==> config.mk <==
export PLATFORM = sky130hd
export DESIGN_NAME = vec_pred_unit
export DESIGN_NICKNAME = d
export VERILOG_FILES = /design/src/rtl/vpu_pkg.sv /design/src/rtl/vpu_ctrl.sv /design/src/rtl/vpu_datapath.sv /design/src/rtl/vec_pred_unit.sv
export SDC_FILE = /design/constraint.sdc
export NUM_CORES = 2
export LEC_CHECK = 0
export BUFFER_PORTS_ARGS = -buffer_cell sky130_fd_sc_hd__buf_2
export CAP_MARGIN = 20
export CORE_ASPECT_RATIO = 1.4
export CORE_UTILIZATION = 35
export CTS_CLUSTER_SIZE = 16
export DETAILED_ROUTE_END_ITERATION = 8
export SLEW_MARGIN = 5
export SYNTH_ARGS = -nofsm -noshare
export SYNTH_HDL_FRONTEND = slang
export SYNTH_SLANG_ARGS = --single-unit
export TNS_END_PERCENT = 1
==> constraint.sdc <==
create_clock -name clk -period 6.79 [get_ports clk]
set_input_delay 1.358 -clock clk [delete_from_list [all_inputs] [get_ports clk]]
set_output_delay 1.358 -clock clk [all_outputs]
set_load 0.005 [all_outputs]
==> src/rtl/vpu_pkg.sv <==
package vpu_pkg;
  localparam int NUM_VREGS = 8;
  localparam int NUM_MREGS = 4;
  localparam int VSEL_W    = $clog2(NUM_VREGS);
  localparam int MSEL_W    = $clog2(NUM_MREGS);
  localparam int SCALAR_W  = 16;

  typedef enum logic [2:0] {
    OP_VADD   = 3'd0,
    OP_VSUB   = 3'd1,
    OP_VADDS  = 3'd2,
    OP_VCMPNE = 3'd3,
    OP_SETVL  = 3'd4
  } vop_e;

  typedef enum logic {
    ALU_ADD = 1'b0,
    ALU_SUB = 1'b1
  } alu_e;

  typedef struct packed {
    logic                wrVec;
    logic                wrMask;
    logic                wrVlr;
    alu_e                aluFn;
    logic                useScalar;
    logic [VSEL_W-1:0]   dst;
    logic [VSEL_W-1:0]   srcA;
    logic [VSEL_W-1:0]   srcB;
    logic [MSEL_W-1:0]   predSel;
    logic [MSEL_W-1:0]   maskDst;
    logic [SCALAR_W-1:0] scalar;
  } ctl_t;
endpackage

==> src/rtl/vpu_ctrl.sv <==
module vpu_ctrl
  import vpu_pkg::*;
(
  input  logic                clk,
  input  logic                rst,
  input  logic                instValid,
  input  logic [2:0]          instOp,
  input  logic [VSEL_W-1:0]   instVd,
  input  logic [VSEL_W-1:0]   instVs1,
  input  logic [VSEL_W-1:0]   instVs2,
  input  logic [MSEL_W-1:0]   instMask,
  input  logic [SCALAR_W-1:0] instScalar,
  output ctl_t                ctl,
  output logic                done
);
  vop_e opCode;
  assign opCode = vop_e'(instOp);

  always_comb begin
    ctl           = '0;
    ctl.dst       = instVd;
    ctl.srcA      = instVs1;
    ctl.srcB      = instVs2;
    ctl.predSel   = instMask;
    ctl.maskDst   = instVd[MSEL_W-1:0];
    ctl.scalar    = instScalar;
    ctl.aluFn     = ALU_ADD;
    if (instValid) begin
      case (opCode)
        OP_VADD:   ctl.wrVec = 1'b1;
        OP_VSUB: begin
          ctl.wrVec = 1'b1;
          ctl.aluFn = ALU_SUB;
        end
        OP_VADDS: begin
          ctl.wrVec     = 1'b1;
          ctl.useScalar = 1'b1;
        end
        OP_VCMPNE: ctl.wrMask = 1'b1;
        OP_SETVL:  ctl.wrVlr  = 1'b1;
        default: ;
      endcase
    end
  end

  always_ff @(posedge clk) begin
    if (rst) done <= 1'b0;
    else     done <= instValid;
  end

  // Only one kind of state is written per instruction
  assert_one_strobe_R9: assert property (@(posedge clk) disable iff (rst)
    $onehot0({ctl.wrVec, ctl.wrMask, ctl.wrVlr}));
endmodule

==> src/rtl/vpu_datapath.sv <==
module vpu_datapath
  import vpu_pkg::*;
#(
  parameter int ELEMS = 8,
  parameter int EW    = 16
) (
  input  logic                  clk,
  input  logic                  rst,
  input  ctl_t                  ctl,
  input  logic [VSEL_W-1:0]     obsVecSel,
  output logic [ELEMS*EW-1:0]   obsVecData,
  input  logic [MSEL_W-1:0]     obsMaskSel,
  output logic [ELEMS-1:0]      obsMaskData,
  output logic [$clog2(ELEMS+1)-1:0] vlrOut
);
  localparam int VLW = $clog2(ELEMS+1);
  localparam logic [VLW-1:0] MAX_VL = VLW'(ELEMS);

  logic [EW-1:0]    vrf [NUM_VREGS][ELEMS];
  logic [ELEMS-1:0] mrf [NUM_MREGS];
  logic [VLW-1:0]   vlr;

  logic [ELEMS-1:0] inLen;
  logic [ELEMS-1:0] predBits;
  logic [ELEMS-1:0] wrEn;
  logic [ELEMS-1:0] neqBits;
  logic [EW-1:0]    laneRes [ELEMS];
  logic [VLW-1:0]   nextVl;

  assign predBits = (ctl.predSel == '0) ? '1 : mrf[ctl.predSel];

  for (genvar i = 0; i < ELEMS; i++) begin : gLane
    logic [EW-1:0] opA;
    logic [EW-1:0] opB;
    assign inLen[i]   = (VLW'(i) < vlr);
    assign wrEn[i]    = ctl.wrVec & inLen[i] & predBits[i];
    assign opA        = vrf[ctl.srcA][i];
    assign opB        = ctl.useScalar ? ctl.scalar[EW-1:0] : vrf[ctl.srcB][i];
    assign laneRes[i] = (ctl.aluFn == ALU_SUB) ? (opA - opB) : (opA + opB);
    assign neqBits[i] = inLen[i] & (vrf[ctl.srcA][i] != vrf[ctl.srcB][i]);
    assign obsVecData[i*EW +: EW] = vrf[obsVecSel][i];

    // A lane left out by length or predicate keeps its value
    assert_lane_hold_R7: assert property (@(posedge clk) disable iff (rst)
      (ctl.wrVec && !wrEn[i]) |=>
        (vrf[$past(ctl.dst)][i] == $past(vrf[ctl.dst][i])));
  end

  assign nextVl = (ctl.scalar > SCALAR_W'(ELEMS)) ? MAX_VL : ctl.scalar[VLW-1:0];

  always_ff @(posedge clk) begin
    if (rst) begin
      for (int r = 0; r < NUM_VREGS; r++)
        for (int e = 0; e < ELEMS; e++)
          vrf[r][e] <= '0;
    end else begin
      for (int e = 0; e < ELEMS; e++)
        if (wrEn[e]) vrf[ctl.dst][e] <= laneRes[e];
    end
  end

  always_ff @(posedge clk) begin
    if (rst) begin
      for (int m = 0; m < NUM_MREGS; m++) mrf[m] <= '0;
    end else if (ctl.wrMask) begin
      mrf[ctl.maskDst] <= neqBits;
    end
  end

  always_ff @(posedge clk) begin
    if (rst)            vlr <= MAX_VL;
    else if (ctl.wrVlr) vlr <= nextVl;
  end

  assign obsMaskData = mrf[obsMaskSel];
  assign vlrOut      = vlr;

  // Compare leaves no set bit at or above the active length
  assert_cmp_tail_R5: assert property (@(posedge clk) disable iff (rst)
    ctl.wrMask |=> ((mrf[$past(ctl.maskDst)] >> $past(vlr)) == '0));

  // Active length never exceeds register capacity
  assert_vlr_max_R6: assert property (@(posedge clk) disable iff (rst)
    vlr <= MAX_VL);
endmodule

==> src/rtl/vec_pred_unit.sv <==
module vec_pred_unit
  import vpu_pkg::*;
#(
  parameter int ELEMS = 8,
  parameter int EW    = 16
) (
  input  logic                       clk,
  input  logic                       rst,
  input  logic                       instValid,
  input  logic [2:0]                 instOp,
  input  logic [VSEL_W-1:0]          instVd,
  input  logic [VSEL_W-1:0]          instVs1,
  input  logic [VSEL_W-1:0]          instVs2,
  input  logic [MSEL_W-1:0]          instMask,
  input  logic [SCALAR_W-1:0]        instScalar,
  output logic                       done,
  input  logic [VSEL_W-1:0]          obsVecSel,
  output logic [ELEMS*EW-1:0]        obsVecData,
  input  logic [MSEL_W-1:0]          obsMaskSel,
  output logic [ELEMS-1:0]           obsMaskData,
  output logic [$clog2(ELEMS+1)-1:0] vlrOut
);
  ctl_t ctlBus;

  vpu_ctrl uCtrl (
    .clk(clk), .rst(rst), .instValid(instValid), .instOp(instOp),
    .instVd(instVd), .instVs1(instVs1), .instVs2(instVs2),
    .instMask(instMask), .instScalar(instScalar),
    .ctl(ctlBus), .done(done)
  );

  vpu_datapath #(.ELEMS(ELEMS), .EW(EW)) uDp (
    .clk(clk), .rst(rst), .ctl(ctlBus),
    .obsVecSel(obsVecSel), .obsVecData(obsVecData),
    .obsMaskSel(obsMaskSel), .obsMaskData(obsMaskData),
    .vlrOut(vlrOut)
  );
endmodule

==> impl_metrics.ini <==
[logic_synthesis]
syn_area_per_cell_um2 = 12.85
synth_top_flop_cell = edfxtp_1
synth_area_leader_cell = edfxtp_1
synth_area_leaders = edfxtp_1 (45%), mux4_2 (21%), nor2_1 (6.3%)
syn-cell-area_um2 = 70650
synthTopCellsByCount = nor2_1 (1,195), edfxtp_1 (1,056), mux4_2 (664), mux2_2 (302), nand2_1 (255)
synth_edf_count = 1056
synthCells = 5497
ys_ff_latch = 1061
yosysSeqAreaShare = 0.4503
synth.net_count = 5671
async_flop_share = 0
synth_cell_types = 81
synth.most_common_cell = nor2_1
synth_top_cell_area_share = 0.4489
ys_warn_count = 0

[detailed_routing]
drt_iter0_markers = 5600
routed_wl_mm = 268.5
vias = 52480
wire_per_inst_um = 31.32
drt-vias-per-instance = 6.122
ant_nets = 0
dr.pass1.iters = 6
drc = 0

[worst_setup_path]
crit_path_end = uDp.vrf[7][127]
reg2regPathDepth = 19
worstSetupEndpointType = flip-flop
reg2reg_to = uDp.vrf[7][127]
worstSetupStartpoint = instVs2[1]
required_ns = 7.25
startpoint_type = primary input
r2r-start = uDp.vrf[6][112]
crit_arrival_ns = 6.54
r2r_slack_ns = 1.47
path_class = primary input to flip-flop
path_max_fanout = 39

[sta]
drv_slew = 0
tightest_slew_ns = 1.240
setup_viol = 0
setup_ws_ns = 0.7125
relSlewSlack = 0.1732
fmax_ghz = 0.1645
fin_crit_ns = 6.077
hold_violations = 0
holdWs_ns = 0.6550
skew_ns = 0.03026
rsz0062_at_grt = no
tns_ns = 0
fin_crit_sh = 0.8951

[clock_network]
postCtsSetupBuffers = 0
clk_latency_ns = 0.74
cts_resized = 0
cts_tree = done
clock_path_buffers = 3
cts_buffers = 108
ctsHoldBuffers = 0
clockRootBuffer = clkbuf_16
clock_sinks = 1061
clk_pin_slew_worst_paths_ns = 0.06
cts_htree_levels = 3

[power]
ir_drop_mv = 0.2020
pwr_density_cell_nw_per_um2 = 242.1
p_leak_nw = 29.80

[placement]
io_buffer_count = 178
place_congestion = 0.9758
placed_cells = 8356
place_ws_ns = 0.06604
dp_hpwl_mm = 188.2

[floorplan]
rows = 194
die-width_um = 381.7
io_pins = 179
start_util = 0.3532
core_area_um2 = 200000
die_area_um2 = 203700
die_y_um = 533.6

[final_layout]
area_delta_synth_final_pct = 13.55
fillers = 18770
layout.cells.non_filler = 8572
drive_gt1_frac = 0.2995
final_nets = 5994

[worst_hold_path]
hold_path_class = flip-flop to flip-flop

[grt]
antenna_found_initial = 29
grt_pass1_vias = 53130
overflow = 0
track_usage = 0.2580
grt_start_max_net_pins = 67
grt_pass1_wl_mm = 378.8

[status]
status = complete, no violations

[job]
max_cap_viol_count = 0
cell families after synthesis:
logic type                 after synthesis  synth area share
muxes                                 1213            0.2957
buffers and inverters                  427           0.02940
AOI/OAI and AO/OA                      559           0.05111
DFF                                   1061            0.4503
adders and majority gates              136           0.02494
and+or+nand+nor                       1760            0.1051
xor gates and xnor gates               341           0.04344
layout by cell type, fill, tap and decap left out, types with 128 or more instances in the layout:
master,count
xnor2_1,173
ha_1,128
buf_2,169
a21oi_1,167
buf_4,365
mux2i_1,241
edfxtp_1,1056
nor2_1,1191
mux2_2,302
mux4_2,664
xor2_1,157
nand2_1,255
layer usage:
layer,GRT usage,share of wire,up-vias
met1,0.3016,0.35,26780
met3,0.05521,0.097,840
met4,0.1715,0.075,24
met5,0,0.00058,-
met2,0.4261,0.48,3101
li1,-,-,21740
worst min-delay path by stage:
stage / startpoint / to / slack, ns / cells past startpoint
CTS: uDp.vlrOut[1] / uDp.vlrOut[1] / 0.66 / 2
global route: uDp.vlrOut[1] / uDp.vlrOut[1] / 0.67 / 2
global placement: uDp.vlrOut[0] / uDp.vlrOut[0] / 0.62 / 2
detailed placement: uDp.vlrOut[0] / uDp.vlrOut[0] / 0.64 / 2
floorplan: uDp.vlrOut[0] / uDp.vlrOut[0] / 0.58 / 2
finish: uDp.vlrOut[0] / uDp.vlrOut[0] / 0.66 / 2
state kept, by name (all words and copies together), names as in the netlist:
| name | count |
|---|---|
| uDp.vrf | 1024 |
| uDp.mrf | 32 |
| uDp.vlrOut | 4 |
| uCtrl.done | 1 |
layout make-up:
class,instances,area (um^2),share of cell area
Sequential cell,1061,31810,0.3965
Multi-Input combinational cell,4009,36810,0.4589
Timing Repair Buffer,575,4347,0.05418
Antenna cell,10,25.02,0.0003119
Clock buffer,125,2809,0.03502
Tap cell,2646,3311,0.04127
Inverter,65,245.2,0.003057
Clock inverter,81,862.1,0.01075
metrics by stage:
stage | area [um^2] | utilization | power, mW
after floorplan | 70650 | - | 11.25
after global routing | 80200 | 0.4010 | 20.05
after CTS | 80200 | 0.4010 | 19.41
after global placement | 76490 | 0.3825 | 13.09
after detailed placement | 76520 | 0.3826 | 13.14
final | 80220 | 0.4011 | 19.42
critical path, stage by stage:
cell,delay [ns]
buf_8,0.40
mux4_2,0.57
mux2i_1,0.77
a21o_1,0.43
ha_1,0.23
nand3_1,0.10
nor3_1,0.32
and4_1,0.27
nand2_1,0.10
o21ai_0,0.23
xor2_1,0.20
ha_1,0.32
nand4_1,0.15
nor2_1,0.06
a211oi_1,0.25
o31ai_1,0.12
a21oi_1,0.15
buf_4,0.15
xnor2_2,0.19
nor2_1,0.10
report_power, final:
group | total (mW) | internal (mW) | switching, mW
clock | 6.33 | 3.58 | 2.74
sequential | 7.64 | 7.45 | 0.183
combinational | 5.46 | 2.11 | 3.35
total | 19.4 | 13.1 | 6.28
Note: power is estimated with default switching activity, not from simulation.
